[src/rtl/vsq_pkg.sv]
package vsq_pkg;
   typedef enum logic [1:0] {
      ST_IDLE = 2'd0,
      ST_RUN  = 2'd1,
      ST_HALT = 2'd2
   } vsq_state_e;

   localparam int STAT_W   = 32;
   localparam int EXF_BIT  = 31;
   localparam int V2_BIT   = 28;
   localparam int REM_LSB  = 8;
endpackage

[src/rtl/vsq_opnd.sv]
module vsq_opnd #(
   parameter int REG_W     = 4,
   parameter int IDX_W     = 2,
   parameter bit SCALAR_OK = 1'b1
) (
   input  logic             clk,
   input  logic             rst_n,
   input  logic             load,
   input  logic [REG_W-1:0] base,
   input  logic             step,
   input  logic [IDX_W-1:0] stride,
   output logic [REG_W-1:0] cur
);
   localparam int BANK_W = REG_W - IDX_W;

   logic hold;

   generate
      if (SCALAR_OK) begin : g_scalar
         logic hold_q;
         always_ff @(posedge clk or negedge rst_n) begin
            if (!rst_n)    hold_q <= 1'b0;
            else if (load) hold_q <= (base[REG_W-1:IDX_W] == '0);
         end
         assign hold = hold_q;
      end else begin : g_vector
         assign hold = 1'b0;
      end
   endgenerate

   always_ff @(posedge clk or negedge rst_n) begin
      if (!rst_n) begin
         cur <= '0;
      end else if (load) begin
         cur <= base;
      end else if (step && !hold) begin
         cur <= {cur[REG_W-1 -: BANK_W], cur[IDX_W-1:0] + stride};
      end
   end
endmodule

[src/rtl/vsq_capt.sv]
module vsq_capt
   import vsq_pkg::*;
#(
   parameter int WORD_W = 32,
   parameter int REG_W  = 4,
   parameter int LEN_W  = 3,
   parameter int FLAG_W = 4,
   parameter int DST_LSB  = 12,
   parameter int SRCA_LSB = 16,
   parameter int SRCB_LSB = 0
) (
   input  logic              clk,
   input  logic              rst_n,
   input  logic              fire,
   input  logic              clr,
   input  logic [FLAG_W-1:0] flags,
   input  logic [LEN_W-1:0]  rem_code,
   input  logic [WORD_W-1:0] word,
   input  logic [REG_W-1:0]  dst,
   input  logic [REG_W-1:0]  srca,
   input  logic [REG_W-1:0]  srcb,
   output logic [STAT_W-1:0] status,
   output logic [WORD_W-1:0] capt_word
);
   logic [WORD_W-1:0] patched;
   logic [STAT_W-1:0] stat_new;

   always_comb begin
      patched = word;
      patched[DST_LSB  +: REG_W] = dst;
      patched[SRCA_LSB +: REG_W] = srca;
      patched[SRCB_LSB +: REG_W] = srcb;
   end

   always_comb begin
      stat_new = '0;
      stat_new[EXF_BIT]               = 1'b1;
      stat_new[V2_BIT]                = 1'b0;
      stat_new[REM_LSB +: LEN_W]      = rem_code;
      stat_new[FLAG_W-1:0]            = flags;
   end

   always_ff @(posedge clk or negedge rst_n) begin
      if (!rst_n) begin
         status    <= '0;
         capt_word <= '0;
      end else if (fire) begin
         status    <= stat_new;
         capt_word <= patched;
      end else if (clr) begin
         status[EXF_BIT] <= 1'b0;
      end
   end
endmodule

[src/rtl/vsq_seq.sv]
module vsq_seq
   import vsq_pkg::*;
#(
   parameter int WORD_W      = 32,
   parameter int REG_W       = 4,
   parameter int IDX_W       = 2,
   parameter int LEN_W       = 3,
   parameter int FLAG_W      = 4,
   parameter int ITER_CYCLES = 2,
   parameter int DST_LSB     = 12,
   parameter int SRCA_LSB    = 16,
   parameter int SRCB_LSB    = 0
) (
   input  logic              clk,
   input  logic              rst_n,
   input  logic              start,
   input  logic [LEN_W-1:0]  len_code,
   input  logic [1:0]        stride_code,
   input  logic [WORD_W-1:0] inst_word,
   input  logic              exc_in,
   input  logic [FLAG_W-1:0] exc_type,
   input  logic              dec_pending,
   input  logic              exc_clr,
   output logic              iss_valid,
   output logic [REG_W-1:0]  iss_dst,
   output logic [REG_W-1:0]  iss_srca,
   output logic [REG_W-1:0]  iss_srcb,
   output logic              wb_en,
   output logic              busy,
   output logic              bounce,
   output logic [STAT_W-1:0] status,
   output logic [WORD_W-1:0] capt_word
);
   localparam int CNT_W = (ITER_CYCLES > 1) ? $clog2(ITER_CYCLES) : 1;
   localparam logic [CNT_W-1:0] WAIT_RELOAD = CNT_W'(ITER_CYCLES - 1);

   generate
      if (ITER_CYCLES < 1) begin : g_bad_cycles
         $error("ITER_CYCLES must be at least 1");
      end
      if (IDX_W < 2 || REG_W <= IDX_W) begin : g_bad_regs
         $error("register index must leave room for a bank and hold stride 2");
      end
      if (LEN_W + REM_LSB > EXF_BIT || FLAG_W > REM_LSB) begin : g_bad_status
         $error("status fields overlap");
      end
      if (DST_LSB + REG_W > WORD_W || SRCA_LSB + REG_W > WORD_W || SRCB_LSB + REG_W > WORD_W) begin : g_bad_fields
         $error("register fields exceed the word");
      end
   endgenerate

   vsq_state_e        state;
   logic [LEN_W-1:0]  idx;
   logic [LEN_W-1:0]  len_q;
   logic [CNT_W-1:0]  wcnt;
   logic [WORD_W-1:0] word_q;
   logic [IDX_W-1:0]  stride_q;
   logic [IDX_W-1:0]  stride_dec;
   logic              accept;
   logic              fire;
   logic              advance;
   logic              bounce_q;

   assign stride_dec = (stride_code == 2'b11) ? IDX_W'(2) : IDX_W'(1);
   assign accept     = (state == ST_IDLE) && start;
   assign iss_valid  = (state == ST_RUN) && (wcnt == '0);
   assign fire       = iss_valid && exc_in;
   assign advance    = iss_valid && !exc_in && (idx != len_q);
   assign wb_en      = iss_valid && !exc_in;
   assign busy       = (state == ST_RUN);
   assign bounce     = bounce_q;

   always_ff @(posedge clk or negedge rst_n) begin
      if (!rst_n) begin
         state    <= ST_IDLE;
         idx      <= '0;
         len_q    <= '0;
         wcnt     <= '0;
         word_q   <= '0;
         stride_q <= '0;
         bounce_q <= 1'b0;
      end else begin
         bounce_q <= fire && dec_pending;
         unique case (state)
            ST_IDLE: if (start) begin
               state    <= ST_RUN;
               idx      <= '0;
               wcnt     <= '0;
               len_q    <= len_code;
               word_q   <= inst_word;
               stride_q <= stride_dec;
            end
            ST_RUN: begin
               if (wcnt != '0) begin
                  wcnt <= wcnt - 1'b1;
               end else if (exc_in) begin
                  state <= ST_HALT;
               end else if (idx == len_q) begin
                  state <= ST_IDLE;
               end else begin
                  idx  <= idx + 1'b1;
                  wcnt <= WAIT_RELOAD;
               end
            end
            ST_HALT: if (exc_clr) state <= ST_IDLE;
            default: state <= ST_IDLE;
         endcase
      end
   end

   vsq_opnd #(.REG_W(REG_W), .IDX_W(IDX_W), .SCALAR_OK(1'b0)) u_dst (
      .clk(clk), .rst_n(rst_n), .load(accept),
      .base(inst_word[DST_LSB +: REG_W]), .step(advance),
      .stride(stride_q), .cur(iss_dst));

   vsq_opnd #(.REG_W(REG_W), .IDX_W(IDX_W), .SCALAR_OK(1'b1)) u_srca (
      .clk(clk), .rst_n(rst_n), .load(accept),
      .base(inst_word[SRCA_LSB +: REG_W]), .step(advance),
      .stride(stride_q), .cur(iss_srca));

   vsq_opnd #(.REG_W(REG_W), .IDX_W(IDX_W), .SCALAR_OK(1'b1)) u_srcb (
      .clk(clk), .rst_n(rst_n), .load(accept),
      .base(inst_word[SRCB_LSB +: REG_W]), .step(advance),
      .stride(stride_q), .cur(iss_srcb));

   vsq_capt #(
      .WORD_W(WORD_W), .REG_W(REG_W), .LEN_W(LEN_W), .FLAG_W(FLAG_W),
      .DST_LSB(DST_LSB), .SRCA_LSB(SRCA_LSB), .SRCB_LSB(SRCB_LSB)
   ) u_capt (
      .clk(clk), .rst_n(rst_n), .fire(fire),
      .clr((state == ST_HALT) && exc_clr),
      .flags(exc_type), .rem_code(len_q - idx - 1'b1),
      .word(word_q), .dst(iss_dst), .srca(iss_srca), .srcb(iss_srcb),
      .status(status), .capt_word(capt_word));
endmodule

[config.mk]
export PLATFORM = sky130hd
export DESIGN_NAME = vsq_seq
export DESIGN_NICKNAME = d
export VERILOG_FILES = /design/src/rtl/vsq_pkg.sv /design/src/rtl/vsq_opnd.sv /design/src/rtl/vsq_capt.sv /design/src/rtl/vsq_seq.sv
export SDC_FILE = /design/constraint.sdc
export NUM_CORES = 1
export LEC_CHECK = 0
export BUFFER_PORTS_ARGS = -buffer_cell sky130_fd_sc_hd__buf_2
export CAP_MARGIN = 30
export CORE_UTILIZATION = 40
export DETAILED_ROUTE_END_ITERATION = 12
export GPL_TIMING_DRIVEN = 1
export PLACE_DENSITY = 0.66
export SYNTH_ARGS = -nofsm -noshare
export SYNTH_HDL_FRONTEND = slang
export SYNTH_SLANG_ARGS = --single-unit
[constraint.sdc]
create_clock -name clk -period 2.15 [get_ports clk]
set_clock_uncertainty 0.05 [all_clocks]
set_input_delay 0.43 -clock clk [delete_from_list [all_inputs] [get_ports clk]]
set_output_delay 0.43 -clock clk [all_outputs]
set_load 0.02 [all_outputs]
=== Word-level counts from Yosys, hierarchy flattened ===
Cells that the tools add are included.

* Register bits after elaboration: 98
* Output and inout bits: 80
* Logic and storage cells: 86

* $add $sub $neg: 7
* Equal/unequal tests: 11
* Muxes and demuxes: 25
* Bitwise gates (word level): 1
* Reduce and logical (&&, ||, !) cells: 24

{| class="wikitable"
|+ Operators by type and width
! cell !! count
|-
| $mux 2 || 9
|-
| $mux 3 || 4
|-
| $mux 4 || 3
|-
| $ne 2x2->1 const B || 5
|-
| $reduce_bool 2->1 || 5
|-
| $logic_and 1x1->1 || 9
|-
| $add 2x2->2 || 3
|-
| $logic_not 2->1 || 3
|-
| $mux 1 || 6
|-
| $pmux 2 s3 || 1
|-
| $pmux 3 s2 || 1
|-
| $reduce_and 5->1 || 1
|-
| $eq 2x2->1 const B || 2
|-
| $reduce_and 2->1 || 2
|-
| $reduce_and 4->1 || 1
|-
| $add 3x1->3 const B || 1
|-
| $eq 3x3->1 || 1
|-
| $logic_not 1->1 || 3
|-
| $ne 3x2->1 const B || 1
|-
| $ne 3x3->1 || 1
|-
| $sub 3x1->3 const B || 1
|-
| $sub 3x3->3 || 1
|-
| $eq 2x1->1 const B || 1
|-
| $pmux 1 s2 || 1
|-
| other kinds (2) || 2
|}

=== Longest topological paths before layout ===
Gate-level depths: netlist (run 1).

* Word-level depth: 7
* Mapped depth: 6
* Gate-level depth less buffers: 5

=== By module ===
Synthesis (run 1) repeated with hierarchy kept, for this count alone.

* Cells, all modules: 288
* Area, all modules: 4,217.8 µm²

{| class="wikitable"
|+ By module, submodules not included
! module !! instances !! cells each !! area an instance (µm²) !! seq. area each (µm²)
|-
| vsq_seq || 1 || 121 || 1,844.3 || 1,101.1
|-
| vsq_capt || 1 || 110 || 1,680.4 || 1,001.0
|-
| vsq_opnd (u_srca ...) || 2 || 20 || 242.7 || 125.1
|-
| vsq_opnd (u_dst) || 1 || 17 || 207.7 || 100.1
|}

=== Worst setup path after synthesis (run 1) ===
Ideal clock, no wire load.

* Path type: register to register
* Start: register state[1]
* End: register u_capt.status[2]
* Library setup time: 0.125 ns
* Data arrival time: 1.990 ns
* Required time: 1.975 ns
* Setup slack: -0.015 ns
* Stages on the path, launching flop included: 6
* Buffers on the path: 2
* Cell sequence: dfrtp_1 -> nor3b_1 -> and2_1 -> clkbuf_1 -> buf_2 -> mux2_2

* Cells in the longest elaborated chain, start to end: 3

{| class="wikitable"
|+ RTL lines
! item !! RTL line !! text
|-
| start: declaration || vsq_seq.sv:52 || <nowiki>vsq_state_e state;</nowiki>
|-
| start signal: assignment || vsq_seq.sv:75 || <nowiki>state <= ST_IDLE;</nowiki>
|-
| start signal: assignment || vsq_seq.sv:86 || <nowiki>state <= ST_RUN;</nowiki>
|-
| start signal: assignment || vsq_seq.sv:97 || <nowiki>state <= ST_HALT;</nowiki>
|-
| $eq 2x1->1 || vsq_seq.sv:66 || <nowiki>assign iss_valid = (state == ST_RUN) && (wcnt == '0);</nowiki>
|-
| $logic_and 1x1->1 || vsq_seq.sv:66 ||
|-
| via iss_valid || vsq_seq.sv:24 || <nowiki>output logic iss_valid,</nowiki>
|-
| $logic_and 1x1->1 || vsq_seq.sv:67 || <nowiki>assign fire = iss_valid && exc_in;</nowiki>
|-
| end signal: assignment || vsq_capt.sv:48 || <nowiki>status <= stat_new;</nowiki>
|-
| end: declaration || vsq_capt.sv:22 || <nowiki>output logic [STAT_W-1:0] status,</nowiki>
|}

The timed path passes the listed nets, and every way through them passes these cells.
A chain may end at the register's enable or synchronous reset.

=== Worst setup path in the final report (run 1) ===
* Start: register state[1]
* End: output port wb_en

* Cells in the longest elaborated chain, start to end: 3

{| class="wikitable"
|+ RTL lines
! item !! RTL line !! text
|-
| $eq 2x1->1 || vsq_seq.sv:66 ||
|-
| $logic_and 1x1->1 || vsq_seq.sv:66 ||
|-
| $logic_and 1x1->1 || vsq_seq.sv:69 || <nowiki>assign wb_en = iss_valid && !exc_in;</nowiki>
|-
| end: declaration || vsq_seq.sv:28 || <nowiki>output logic wb_en,</nowiki>
|}

Every way passes these cells.

==> metrics.yaml, run 1 <==
pwr:
  p_leak_nw: 2.362
  peakVddDrop_mv: 0.6897
  intPower_mw: 4.334
  swShare: 0.3865
  p_per_area_mw_per_mm2: 1576
  clockPowerShare: 0.171
  net-switching-power_mw: 2.730
  pwr-share-comb: 0.431
  pwr-share-seq: 0.398
placed_design:
  port_buffers: 102
  hpwl_um: 5210
  gp_congestion: 0.7509
  dp_cells: 530
detailed_routing:
  wl_per_cell_um: 13.47
  vias: 2560
  drt_iter0_drc: 99
  drt_pass1_iterations: 8
  drc: 22
  routed_via_density: 4.706
  wirelength_um: 7327
  drtAntennaViolNets: 0
timing:
  slew_violations: 0
  worstMarginPinSlew_ns: 0.5063
  hold_ws_ns: -0.003866
  tns_ns: 0
  fmax_mhz: 502.5
  grt_setup_unrepaired: "false"
  slew_headroom: 0.6625
  min_period_over_period: 0.9257
  setup_viol: 0
  hold_viol: 6
  min_period_ns: 1.990
clock_tree:
  cts_resized: 0
  worstSkewPairLatency_ns: 0.35
  cts_buffers: 9
  h-tree-depth: 3
  clkSinkCount: 86
  cts_tree: "yes"
  ctsHoldBuffers: 0
  cts-root-buf: "clkbuf_8"
  post_cts_buffers: 0
  clk_pin_slew_ns: 0.08
  clock_path_buffers: 2
finish:
  areaGrowthSynthToFinish_pct: 22.20
  drive_above_1_share: 0.3945
  finalNonFillerCells: 544
  fin_util: 0.5091
  fin_nets: 487
  n_antenna_cell: 0
synth:
  syn_area_per_cell_um2: 11.29
  synth_area_mm2: 0.003669
  yosysUniqueCellTypes: 33
  synth.top_cells.by_count: "96 x nand2_1, 86 x dfrtp_1, 38 x mux2_2"
  seq_area_frac_synth: 0.5866
  synth_top_flop_cell: "dfrtp_1"
  yosys.area.top_type: "dfrtp_1"
  ys_async_sr_fraction: 1.000
  yosysMostFrequentCell: "nand2_1"
  synth_top_area_frac: 0.5866
  ys_ff_latch: 86
  ys.warnings.count: 0
  synth_enable_flop_cells: 0
  yosys-top-cells-area: "dfrtp_1 59%, mux2_2 12%, nand2_1 9.8%"
  synth_cells: 325
global_route:
  grt_max_degree: 48
  track_usage: 0.1695
  grt_pass1_vias: 2659
  gr-total-overflow: 0
  grt_antenna_before_repair: 0
  grt_pass1_wl_um: 12620
floorplan:
  die_area_mm2: 0.009558
  fp.dieW_um: 97.77
  core_area_mm2: 0.008806
  die_h_um: 97.77
  start_util: 0.4166
  rows: 34
  ios: 127
setup_path:
  critPathRequiredTime_ns: 1.67
  end_kind: "output port"
  cp-start-kind: "register"
  crit_type: "register to output port"
  crit_arrival_ns: 1.51
  cp_max_fo: 4
job:
  cap_viol_max_count: 0
status:
  violations: "design-rule violations, negative hold slack"
  status: "finished, violations left"
hold_path:
  min_path_type: "input pin to asynchronous set/reset pin"
==> registers in the layout, summed over array words and instances, names as in the netlist <==
register,flops
word_q,20
len_q,3
state,2
u_srca.cur,4
u_srcb.cur,4
u_srcb.g_scalar.hold_q,1
u_capt.capt_word,32
idx,3
bounce,1
u_capt.status,8
u_dst.cur,4
wcnt,1
stride_q,2
u_srca.g_scalar.hold_q,1
==> layer usage <==
layer | part of all wire | wire length (um) | GRT usage
met3 | 0.060 | 442 | 0.04152
met4 | 0.024 | 177 | 0.08275
met2 | 0.46 | 3340 | 0.2690
met1 | 0.46 | 3366 | 0.2184
met5 | 0 | 0 | 0
==> cell families after synthesis <==
logic type / synth area share
adder cells (fa/ha/maj): 0.02592
multiplexers: 0.1276
XOR/XNOR: 0.01194
buffers and inverters: 0.06923
other: 0.001022
AND/OR/NAND/NOR: 0.1392
AO/OA/AOI/OAI: 0.03854
flip-flops: 0.5866
==> per-stage QoR <==
stage	setup slack, ns	hold WS [ns]	instance area, um2	power (mW)
CTS	0.1312	0.003532	4483	7.185
global route	0.08008	0.03097	4483	7.624
floorplan	0.2060	0.08441	3760	4.908
finish	0.1598	-0.003866	4483	7.064
detailed placement	0.05071	0.3906	4273	5.939
global placement	0.08118	0.3867	4273	5.823
==> final timing paths <==
check,from,to,depth (start not counted),slack (ns)
worst max-delay path,state[1]$_DFFE_PN0P_,wb_en,3,0.16
max in group asynchronous,rst_n,wcnt$_DFFE_PN0P_,2,1.42
worst min-delay path,rst_n,u_capt.capt_word[9]$_DFFE_PN0P_,1,-0.004
worst max register to register,state[1]$_DFFE_PN0P_,u_srcb.cur[1]$_DFFE_PN0P_,4,0.19
min in group clk,inst_word[11],word_q[11]$_DFFE_PN0P_,3,0.22
worst min register to register,word_q[22]$_DFFE_PN0P_,word_q[22]$_DFFE_PN0P_,2,0.42
==> power by group through the flow <==
stage | clock (mW) | sequential [mW] | combinational, mW
finish | 1.21 | 2.81 | 3.04
global route | 1.32 | 2.93 | 3.37
CTS | 1.26 | 2.83 | 3.10
detailed placement | 0 | 2.85 | 3.08
global placement | 0 | 2.80 | 3.02
floorplan | 0 | 3.36 | 1.55
==> critical path: stages, from the launching register on <==
cell	delay, ns
dfrtp_1	0.38
or4b_4	0.56
inv_1	0.07
buf_2	0.15
==> placed cells by master (no fill, tap or decap), types with 3 or more instances in the layout <==
cell        n
a21oi_1     3
a31oi_1     3
buf_2     101
buf_4       9
clkbuf_8   10
conb_1     24
dfrtp_1    86
ha_1        6
inv_1       4
mux2_2     38
mux2i_1     4
nand2_1    95
nand3_1     4
nor2_1      7
nor3b_1     3
o21ai_0     5
or3_1       3
xnor2_1     5
==> cell type report <==
type / instances / area, um2
Sequential cell: 86 / 2152
Tap cell: 108 / 135.1
Clock inverter: 4 / 72.57
Timing Repair Buffer: 112 / 613.1
Inverter: 4 / 15.01
Clock buffer: 10 / 137.6
Multi-Input combinational cell: 220 / 1358
Fill cell: 817 / 4323
No activity file was read; power rests on OpenSTA's default activity.
==> inputs of run 2 (changes only) <==
CELL_PAD_IN_SITES_DETAIL_PLACEMENT = 1   (was unset)
CELL_PAD_IN_SITES_GLOBAL_PLACEMENT = 1   (was unset)
CORE_MARGIN = 2   (was unset)
CORE_UTILIZATION = 38   (was 40)
PLACE_DENSITY = 0.79   (was 0.66)
==> metrics.yaml, run 2 (synthesized netlist as in run 1, its figures left out) <==
status:
  status: "complete, no violations"
setup_path:
  crit_chain: "or4b_4 > a311o_2 > or3_1 > a31oi_1"
  crit_slowest_cell: "or4b_4"
  crit_type: "register to register"
  critPathMaxStageDelay_ns: 0.57  # about the same
  cp-start-kind: "register"
  reg2reg_from: "state[1]$_DFFE_PN0P_"
  r2r_end: "u_srca.cur[1]$_DFFE_PN0P_"
  crit_end: "u_srca.cur[1]$_DFFE_PN0P_"
  crit_arrival_ns: 2.22  # +0.71 ns
  cp_max_fo: 4  # unchanged
  critPathRequiredTime_ns: 2.36  # +0.69 ns
  r2r_slack_ns: 0.13  # -0.06 ns
  reg2reg_depth: 4  # unchanged
  crit_start: "state[1]$_DFFE_PN0P_"
  end_kind: "register"
timing:
  min_period_over_period: 0.9383  # +0.01264
  hold_ws_ns: 0.2225  # +0.2264 ns
  hold_viol: 0  # -6
  fmax_mhz: 495.7  # -1.3%
  grt_setup_unrepaired: "false"
  min_period_ns: 2.017  # +0.02718 ns
  setup_viol: 0  # unchanged
  slew_headroom: 0.6580  # -0.004456
  slew_violations: 0  # unchanged
  worstMarginPinSlew_ns: 0.5130  # +0.006683 ns
  tns_ns: 0  # unchanged
finish:
  fin_util: 0.4888  # -0.02028
  largest_reg_flops: 32  # unchanged
  areaGrowthSynthToFinish_pct: 23.70
  layout_commonest_cell: "buf_2"
  stdcell_area_mm2: 0.004538  # +1.2%
  fin_nets: 487  # unchanged
  n_antenna_cell: 0  # unchanged
  regMostFlops: "u_capt.capt_word"
  nFillCells: 1071  # +31%
  drive_above_1_share: 0.3922  # -0.002294
  top_regs: "u_capt.capt_word x32, word_q x20, u_capt.status x8"
  final_cell_mix: "101 x buf_2, 95 x nand2_1, 86 x dfrtp_1"
clock_tree:
  cts-root-buf: "clkbuf_8"
  clkSinkCount: 86  # unchanged
  h-tree-depth: 3  # unchanged
  clock_path_buffers: 2  # unchanged
  worstSkewPairLatency_ns: 0.34  # about the same
  clk_pin_slew_ns: 0.08  # about the same
  cts_buffers: 9  # unchanged
  cts_tree: "yes"
floorplan:
  rows: 35  # +2.9%
  core_area_mm2: 0.009284  # +5.4%
  fp.dieW_um: 102.3  # +4.6%
  ios: 127  # unchanged
  die_h_um: 102.3  # +4.6%
  die_area_mm2: 0.01046  # +9.4%
  start_util: 0.3951  # -0.02145
pwr:
  p_leak_nw: 2.375  # +0.55%
  peakVddDrop_mv: 0.6542  # -5.2%
  p_per_area_mw_per_mm2: 1586  # +0.67%
  power_mw: 7.198  # +1.9%
placed_design:
  hpwl_um: 5803  # +11%
  placed_area_mm2: 0.004304  # +0.73%
  port_buffers: 102  # unchanged
  gp_congestion: 0.7120  # -5.2%
detailed_routing:
  wirelength_um: 8163  # +11%
  vias: 2601  # +1.6%
  drc: 0  # -100%
  drtAntennaViolNets: 0  # unchanged
  drt_iter0_drc: 41  # -59%
  drt_pass1_iterations: 4  # -4
  routed_via_density: 4.604  # -2.2%
  wl_per_cell_um: 14.45  # +7.3%
global_route:
  grt_pass1_vias: 2755  # +3.6%
  track_usage: 0.1664  # -0.003076
  gr-total-overflow: 0  # unchanged
  grt_max_degree: 46  # -4.2%
  grt_pass1_wl_um: 13410  # +6.3%
  grt_antenna_before_repair: 0  # unchanged
hold_path:
  hold_start: "inst_word[6]"
  min_path_type: "input pin to register"
job:
  cap_viol_max_count: 0  # unchanged
[run 2: cell count changes in the layout (fill, tap and decap cells not counted)]
cell | previous run | this run
clkbuf_8 | 10 | 9
buf_12 | 2 | 3
clkinv_2 | 1 | 2
dlygate4sd3_1 | 0 | 1
clkinvlp_4 | 1 | 0
bufinv_16 | 2 | 3
buf_4 | 9 | 7
[run 2: repair_timing]
item | CTS | global route
gates resized for setup | 0 | 0
hold buffers | 1 | 0
setup buffers | 0 | 0
hold endpoints to repair | 30 | 0
[run 2: final cells by class]
cell class	instances	area, um2	area share
Clock buffer	9	123.9	0.02730
Tap cell	129	161.4	0.03557
Inverter	4	15.01	0.003309
Multi-Input combinational cell	220	1358	0.2991
Sequential cell	86	2152	0.4742
Timing Repair Buffer	112	628.1	0.1384
Clock inverter	5	100.1	0.02206
[run 2: critical path: cells and delay by family, from the launching register on]
kind | cells | cell delay, ns
simple gates | 2 | 0.89
compound gates | 2 | 0.60
flops | 1 | 0.39
[run 2: worst min-delay path by stage]
| stage | to | cells past startpoint | slack (ns) |
|---|---|---|---|
| global route | word_q[23]$_DFFE_PN0P_ | 3 | 0.21 |
| floorplan | bounce$_DFF_PN0_ | 0 | 0.08 |
| CTS | word_q[6]$_DFFE_PN0P_ | 3 | 0.20 |
| detailed placement | u_capt.capt_word[21]$_DFFE_PN0P_ | 1 | 0.35 |
| finish | word_q[6]$_DFFE_PN0P_ | 3 | 0.22 |
| global placement | u_capt.capt_word[21]$_DFFE_PN0P_ | 1 | 0.35 |
[run 2: metal layers]
metal | track usage | part of all wire | routed length [um] | vias to the layer above
met5 | 0 | 0 | 0 | -
met4 | 0.05846 | 0.0092 | 75 | 0
met3 | 0.03967 | 0.053 | 429 | 6
met2 | 0.2869 | 0.51 | 4153 | 84
met1 | 0.2048 | 0.43 | 3505 | 1284
li1 | - | - | - | 1227
[run 2: metrics by stage]
| step | setup slack [ns] | instances |
|---|---|---|
| after detailed placement | 0.02014 | 550 |
| after floorplan | 0.2060 | 348 |
| after global placement | 0.06347 | 550 |
| after global routing | 0.03717 | 565 |
| after CTS | 0.1119 | 565 |
| final | 0.1326 | 565 |
[run 2: report_power, final]
| part | internal (mW) | leakage (nW) | switching, mW | total [mW] |
|---|---|---|---|---|
| registers | 2.37 | 1.06 | 0.452 | 2.82 |
| clock network | 0.756 | 0.115 | 0.541 | 1.30 |
| logic | 1.29 | 1.20 | 1.79 | 3.08 |
==> inputs of run 3 (changes only) <==
clock period = 2.3 ns   (was 2.15 ns; I/O delays follow)
==> metrics.yaml, run 3 (synthesized netlist as in run 1, its figures left out) <==
timing:
  grt_setup_unrepaired: "false"
  min_period_ns: 2.146
  slew_violations: 0  # unchanged
  slew_headroom: 0.5847  # -0.07337
  tns_ns: 0  # unchanged
  hold_ws_ns: 0.03965  # -0.1828 ns
  fmax_mhz: 466.1
  min_period_over_period: 0.9328
  hold_viol: 0  # unchanged
  setup_viol: 0  # unchanged
  worstMarginPinSlew_ns: 0.6208  # +0.1079 ns
setup_path:
  critPathRequiredTime_ns: 1.79  # -0.57 ns
  crit_type: "register to output port"
  end_kind: "output port"
  cp_max_fo: 7  # +3
  crit_family: "simple AND/OR/NAND/NOR gates"
  crit_chain: "or4b_4 > inv_1 > buf_2"
  reg2reg_depth: 4  # unchanged
  cp-start-kind: "register"
  worst-path-buf-inv: 2  # +2
  crit_arrival_ns: 1.64  # -0.58 ns
  r2r_slack_ns: 0.20  # +0.07 ns
  critPathMaxStageDelay_ns: 0.60  # +0.03 ns
  r2r_end: "u_srcb.cur[1]$_DFFE_PN0P_"
  crit_slowest_cell: "or4b_4"
  reg2reg_from: "state[1]$_DFFE_PN0P_"
clock_tree:
  cts_buffers: 9  # unchanged
  ctsHoldBuffers: 0  # -1
  worstSkewPairLatency_ns: 0.35  # about the same
  cts-root-buf: "clkbuf_8"
  clkSinkCount: 86  # unchanged
  post_cts_buffers: 0  # unchanged
  cts_resized: 0  # unchanged
  h-tree-depth: 3  # unchanged
  cts_tree: "yes"
  clock_path_buffers: 2  # unchanged
  clk_pin_slew_ns: 0.09  # about the same
detailed_routing:
  drc: 0  # unchanged
  wl_per_cell_um: 14.48  # +0.21%
  routed_via_density: 4.627  # +0.51%
  drt_pass1_iterations: 4  # unchanged
  vias: 2605  # +0.15%
  drtAntennaViolNets: 0  # unchanged
  drt_iter0_drc: 53  # +29%
  wirelength_um: 8151  # -0.15%
hold_path:
  min_path_type: "input pin to asynchronous set/reset pin"
finish:
  fin_nets: 483  # -0.82%
  top_regs: "u_capt.capt_word x32, word_q x20, u_capt.status x8"
  drive_above_1_share: 0.3894  # -0.002801
  layout_commonest_cell: "buf_2"
  n_antenna_cell: 0  # unchanged
  largest_reg_flops: 32  # unchanged
  stdcell_area_mm2: 0.004437  # -2.2%
  regMostFlops: "u_capt.capt_word"
  final_cell_mix: "101 x buf_2, 95 x nand2_1, 86 x dfrtp_1"
  areaGrowthSynthToFinish_pct: 20.94
placed_design:
  port_buffers: 102  # unchanged
  hpwl_um: 5896  # +1.6%
  placed_area_mm2: 0.004252  # -1.2%
  gp_congestion: 0.7202  # +1.2%
pwr:
  power_mw: 6.435  # -11%
  peakVddDrop_mv: 0.5233  # -20%
  p_leak_nw: 2.323  # -2.2%
  p_per_area_mw_per_mm2: 1450  # -8.6%
global_route:
  grt_max_degree: 46  # unchanged
  grt_pass1_wl_um: 13210  # -1.5%
  grt_antenna_before_repair: 0  # unchanged
  use_met3: 0.04925  # +0.009576
  grt.busiest_layer: "met2"
  grt_pass1_vias: 2716  # -1.4%
  gr-usage-met2: 0.2854  # -0.001518
  gr-total-overflow: 0  # unchanged
  grt_use_met1: 0.1987  # -0.006095
  track_usage: 0.1660  # -0.0003378
floorplan:
  die_h_um: 102.3  # unchanged
  rows: 35  # unchanged
  start_util: 0.3951  # unchanged
  ios: 127  # unchanged
  fp.dieW_um: 102.3  # unchanged
  die_area_mm2: 0.01046  # unchanged
  core_area_mm2: 0.009284  # unchanged
job:
  cap_viol_max_count: 0  # unchanged
status:
  status: "complete, no violations"
[run 3: cell count changes in the layout (fill, tap and decap cells not counted)]
cell | before | now
clkbuf_8 | 9 | 11
clkinv_4 | 0 | 1
dlygate4sd3_1 | 1 | 0
clkinvlp_4 | 0 | 2
bufinv_16 | 3 | 0
buf_12 | 3 | 1
nor3b_2 | 1 | 0
nor3b_1 | 3 | 4
buf_4 | 7 | 6
[run 3: area by class of cell]
class                   instances  area, um2
inverters                       4      15.01
well taps                     129      161.4
multi-input cells             220       1353
flip-flops and latches         86       2152
repair buffers                108      570.5
clock buffers                  11      151.4
fillers                      1071       4847
clock inverters                 5      33.78
[run 3: worst max-delay path by stage]
stage / start / to / slack (ns) / depth (start not counted)
after CTS: state[1]$_DFFE_PN0P_ / wb_en / 0.13 / 3
after detailed placement: exc_in / u_srcb.cur[1]$_DFFE_PN0P_ / 0.13 / 5
after global routing: state[1]$_DFFE_PN0P_ / wb_en / 0.08 / 3
final: state[1]$_DFFE_PN0P_ / wb_en / 0.15 / 3
after floorplan: state[1]$_DFFE_PN0P_ / u_capt.status[2]$_DFFE_PN0P_ / 0.13 / 5
after global placement: exc_in / u_srcb.cur[1]$_DFFE_PN0P_ / 0.17 / 5
[run 3: routing by layer]
metal | wire length, um | share of wire
met5 | 0 | 0
met4 | 115 | 0.014
met3 | 466 | 0.057
met2 | 4152 | 0.51
met1 | 3416 | 0.42
[run 3: per-stage QoR]
stage                     cells  worst slack, ns    util
after floorplan             348           0.1349       -
after global placement      547           0.1705  0.4580
after detailed placement    547           0.1269  0.4580
after CTS                   563           0.1325  0.4779
after global routing        563          0.07671  0.4779
final                       563           0.1545  0.4779
[run 3: power by group]
group	total, mW	switching (mW)	internal, mW
sequential	2.66	0.442	2.22
clock	0.984	0.534	0.449
combinational	2.79	1.64	1.16
